$ cat src/rtl/fb_base_shadow.sv
module fb_base_shadow #(
  parameter int AW = 32,
  parameter int RW = 3
) (
  input  logic          clk,
  input  logic          rst_n,
  input  logic          reg_wr,
  input  logic [RW-1:0] reg_addr,
  input  logic [AW-1:0] reg_wdata,
  output logic [AW-1:0] reg_rdata,
  input  logic          frame_start,
  output logic [AW-1:0] scan_base,
  output logic          irq
);
  localparam logic [RW-1:0] A_PEND = RW'(0);
  localparam logic [RW-1:0] A_CUR  = RW'(1);
  localparam logic [RW-1:0] A_EN   = RW'(2);
  localparam logic [RW-1:0] A_RAW  = RW'(3);
  localparam logic [RW-1:0] A_MIS  = RW'(4);
  localparam logic [RW-1:0] A_CLR  = RW'(5);

  logic [AW-1:0] pend_q, cur_q;
  logic          dirty_q, en_q, raw_q;

  wire wr_pend = reg_wr && reg_addr == A_PEND;
  wire wr_en   = reg_wr && reg_addr == A_EN;
  wire wr_clr  = reg_wr && reg_addr == A_CLR && reg_wdata[0];
  wire commit  = frame_start && dirty_q;
  wire mis     = raw_q & en_q;

  always_ff @(posedge clk or negedge rst_n) begin
    if (!rst_n) begin
      pend_q  <= '0;
      cur_q   <= '0;
      dirty_q <= 1'b0;
      en_q    <= 1'b0;
      raw_q   <= 1'b0;
    end else begin
      if (wr_pend) pend_q <= {reg_wdata[AW-1:2], 2'b00};
      if (commit)  cur_q  <= pend_q;
      if (wr_pend)          dirty_q <= 1'b1;
      else if (frame_start) dirty_q <= 1'b0;
      if (wr_en) en_q <= reg_wdata[0];
      if (commit)      raw_q <= 1'b1;
      else if (wr_clr) raw_q <= 1'b0;
    end
  end

  always_comb begin
    reg_rdata = '0;
    case (reg_addr)
      A_PEND:  reg_rdata = pend_q;
      A_CUR:   reg_rdata = cur_q;
      A_EN:    reg_rdata[0] = en_q;
      A_RAW:   reg_rdata[0] = raw_q;
      A_MIS:   reg_rdata[0] = mis;
      default: reg_rdata = '0;
    endcase
  end

  assign scan_base = cur_q;
  assign irq       = mis;

  p_commit_r3: assert property (@(posedge clk) disable iff (!rst_n)
    (frame_start && dirty_q) |=> scan_base == $past(pend_q));
  p_hold_r3: assert property (@(posedge clk) disable iff (!rst_n)
    !frame_start |=> $stable(scan_base));
  p_idle_r5: assert property (@(posedge clk) disable iff (!rst_n)
    (frame_start && !dirty_q) |=> $stable(scan_base));
  p_set_r6: assert property (@(posedge clk) disable iff (!rst_n)
    (frame_start && dirty_q) |=> raw_q);
  p_clear_r8: assert property (@(posedge clk) disable iff (!rst_n)
    (wr_clr && !(frame_start && dirty_q)) |=> !raw_q);
  p_mask_r7: assert property (@(posedge clk) disable iff (!rst_n)
    irq |-> (en_q && raw_q));
endmodule

$ cat config.mk
export PLATFORM = sky130hd
export DESIGN_NAME = fb_base_shadow
export DESIGN_NICKNAME = d
export VERILOG_FILES = /design/src/rtl/fb_base_shadow.sv
export SDC_FILE = /design/constraint.sdc
export NUM_CORES = 1
export LEC_CHECK = 0
export BUFFER_PORTS_ARGS = -buffer_cell sky130_fd_sc_hd__buf_2
export CAP_MARGIN = 15
export CORE_UTILIZATION = 30
export DETAILED_ROUTE_END_ITERATION = 8
export PLACE_DENSITY = 0.6
export SYNTH_ARGS = -nofsm -noshare
export SYNTH_HDL_FRONTEND = slang
export SYNTH_SLANG_ARGS = --single-unit
$ cat constraint.sdc
create_clock -name clk -period 1.7 [get_ports clk]
set_input_delay 0.085 -clock clk [delete_from_list [all_inputs] [get_ports clk]]
set_output_delay 0.085 -clock clk [all_outputs]
set_load 0.005 [all_outputs]
==> summary.txt <==
STA
  – Final Slew Violations: 0
  – Worst-case clock skew: between 9 and 10 ps
  – Fmax achieved: approximately 0.79 GHz
  – Setup TNS Final: 0 ps
  – Final setup fails: 0
  – Period minus WS final: roughly 1300 ps
  – Share of the clock period used by the worst path: about three quarters
  – RSZ-0062 raised after global routing: false
  – Final hold vios: 0

Routing
  – Routed vias: between 2000 and 2500
  – Wirelength per Cell: 15.0 um
  – DRT antenna net count: 0
  – DRC viols: 18
  – Initial DRC Count: 73
  – DR vias/cell: approximately 4.8
  – Drt pass-1 iters: 6
  – Final WL: approximately 6.6 mm

Yosys
  – XOR/XNOR Fraction of Synth Area: 0%
  – Largest area contributor in the netlist: dfrtp_1
  – Post-synthesis simple-gate area fraction: under 10%
  – Top-area cell type share of the netlist area: a little under three fifths
  – Main combinational cell family by area after synthesis: multiplexers
  – Count leader, synth: dfrtp_1
  – Cell Area, Synth: 2750 um2
  – Mapped Avg Cell Area: between 10 and 15 um2
  – Synth top cells by count: dfrtp_1 (63), mux2_2 (59), a22o_1 (30)
  – Post-synthesis mux area share: 25.3%
  – Synth Instances: 186
  – Flops & latches, synth: 63
  – Post-synth EDFFs: 0
  – Synth cell types: 24
  – Compound-Gate Fraction of Synth Area: 10.6%
  – Seq/Total Area, Yosys: between 50% and 60%
  – Adder-cell share of the synthesized area: 0%
  – Top_reg_cell synth: dfrtp_1
  – Top post-synthesis cells by area: dfrtp_1 (57%), mux2_2 (24%), a22o_1 (9.6%), buf_6 (1.2%), buf_2 (1.1%)
  – Post-synth ARST share: 100%
  – Yosys warns: 0

Floorplan
  – Die Span X: slightly below 100 um
  – Core outline area: around 9000 um2
  – Starting density of the core: 31.2%
  – Die Ht: about 100 um
  – Row count: 34
  – # IOs: around 100
  – DIE AREA: between 9000 and 10000 um2

Power
  – Power, Total: ~4.8 mW
  – Power Internal: ~3.4 mW
  – Clock power share: between 20% and 30%
  – P_sw: roughly 1.3 mW
  – Flop pwr share: between 40% and 50%
  – Peak VDD IR: roughly 570 uV
  – Sw Ratio: 28.2%
  – PwrDens: roughly 1200 nW/um2
  – Gate power share: between 20% and 30%
  – Leak: just under 2 nW

GRT
  – Initial antenna violation count: 0
  – GRT overflow: 0
  – Largest net degree at the start of global routing: 64
  – Global-route wire length before repair: around 11 mm
  – Vias in the first global route: roughly 2100
  – GR Util All Layers: 14.9%

Outcome
  – Failing checks: design-rule violations
  – Status: finished with violations

Final layout
  – Fill cells: slightly above 800
  – Fin nets: about 370
  – FF+latch area: ~1600 um2
  – Multi-input logic area: 1090 um2
  – Synthesis-to-finish area growth: 42.3%
  – Share of post-route cells with drive strength above 1: ~57%
  – Number of diodes: 0

Clock tree
  – H-tree depth: 3
  – Clk sinks: 63
  – Post-CTS sizing: 0
  – Inserted Clock Buffers: 9
  – TritonCTS clock tree: done
  – Cts hold-fix bufs: 32
  – Clk slew on worst S/H paths: around 70 ps
  – Post-CTS Setup Bufs: 0
  – Clk_lat worst skew: between 300 and 400 ps
  – Root buffer cell: clkbuf_8
  – Maximum buffer depth of the clock tree: 2

Placed design
  – Final GP Congestion: between 0.7 and 0.8
  – Buffers on Ports: between 90 and 100
  – DP HPWL: between 4 and 5 mm

Worst setup path
  – Crit path DAT: around 1200 ps
  – Crit path launch type: flip-flop
  – Crit path kind: reg2out
  – Critical path fanouts, max: 4
  – Worst endpoint required time: 1620 ps
  – Crit end category: primary output

Run
  – Max_cap viols: 0

Min path
  – Worst hold path type: in2reg
==> path summary, 6_finish.rpt <==
check | from | endpoint | slack, ps | cells after the start
max reg2reg | dirty_q | scan_base[30] | 500 | 3
min in group asynchronous | rst_n | scan_base[18] | 290 | 3
max in group asynchronous | rst_n | scan_base[26] | 1130 | 3
min reg2reg | dirty_q | dirty_q | 500 | 1
max | raw_q | reg_rdata[0] | 440 | 3
min | frame_start | dirty_q | 30 | 3
==> flip-flops by register name (all words and copies together), names as in the netlist <==
| name | cells |
|---|---|
| pend_q | 30 |
| scan_base | 30 |
| dirty_q | 1 |
| en_q | 1 |
| raw_q | 1 |
==> power by group through the flow <==
stage               combinational (mW)  sequential, mW  clock [mW]
floorplan                        0.563            2.31           0
global placement                  1.10            2.32           0
detailed placement                1.13            2.34           0
CTS                               1.19            2.32        1.32
global route                      1.29            2.40        1.40
finish                            1.18            2.32        1.27
==> layout by cell type, fill, tap and decap left out, drive strengths merged, types with 2 or more instances in the layout <==
master	instances
buf	110
dlygate4sd3	32
mux2	61
inv	2
dfrtp	63
a22o	30
clkbuf	10
clkinv	2
conb	3
==> metal layers <==
layer | up-vias | part of all wire, % | track usage, %
met4 | 0 | 2.4 | 7.23
met2 | 79 | 47 | 23.7
met5 | - | 0 | 0
li1 | 968 | - | -
met3 | 14 | 5.0 | 3.51
met1 | 1026 | 46 | 19.0
==> worst max-delay path, stage by stage, from the launching register on <==
cell,delay [ps]
dfrtp_1,380
mux2i_1,80
o32ai_1,210
buf_2,170
==> final cells by class <==
class	instances	share of cell area (%)
inverter	2	0.192
multi-input combinational	108	27.7
timing repair buffer	142	23.6
clock buffer	10	3.52
tap	108	3.45
clock inverter	4	1.21
sequential	63	40.3
==> kinds of logic (layout without fill, tap and decap cells) <==
group / Yosys count / count (layout)
simple gates: 9 / 9
mux: 62 / 62
flops: 63 / 63
compound gates: 34 / 34
other cells: 1 / 3
buf+inv: 17 / 158
==> metrics by stage <==
stage	instances	hold slack [ps]	util [%]	worst slack, ps	instance area, um2
after CTS	437	12.9	44.4	428	3910
after global placement	391	129	38.7	379	3410
final	437	30.2	44.4	441	3910
after floorplan	188	-211	-	559	2760
after detailed placement	391	129	38.7	322	3410
after global routing	437	34.9	44.4	331	3910
Power figures use the tool's default switching activity.
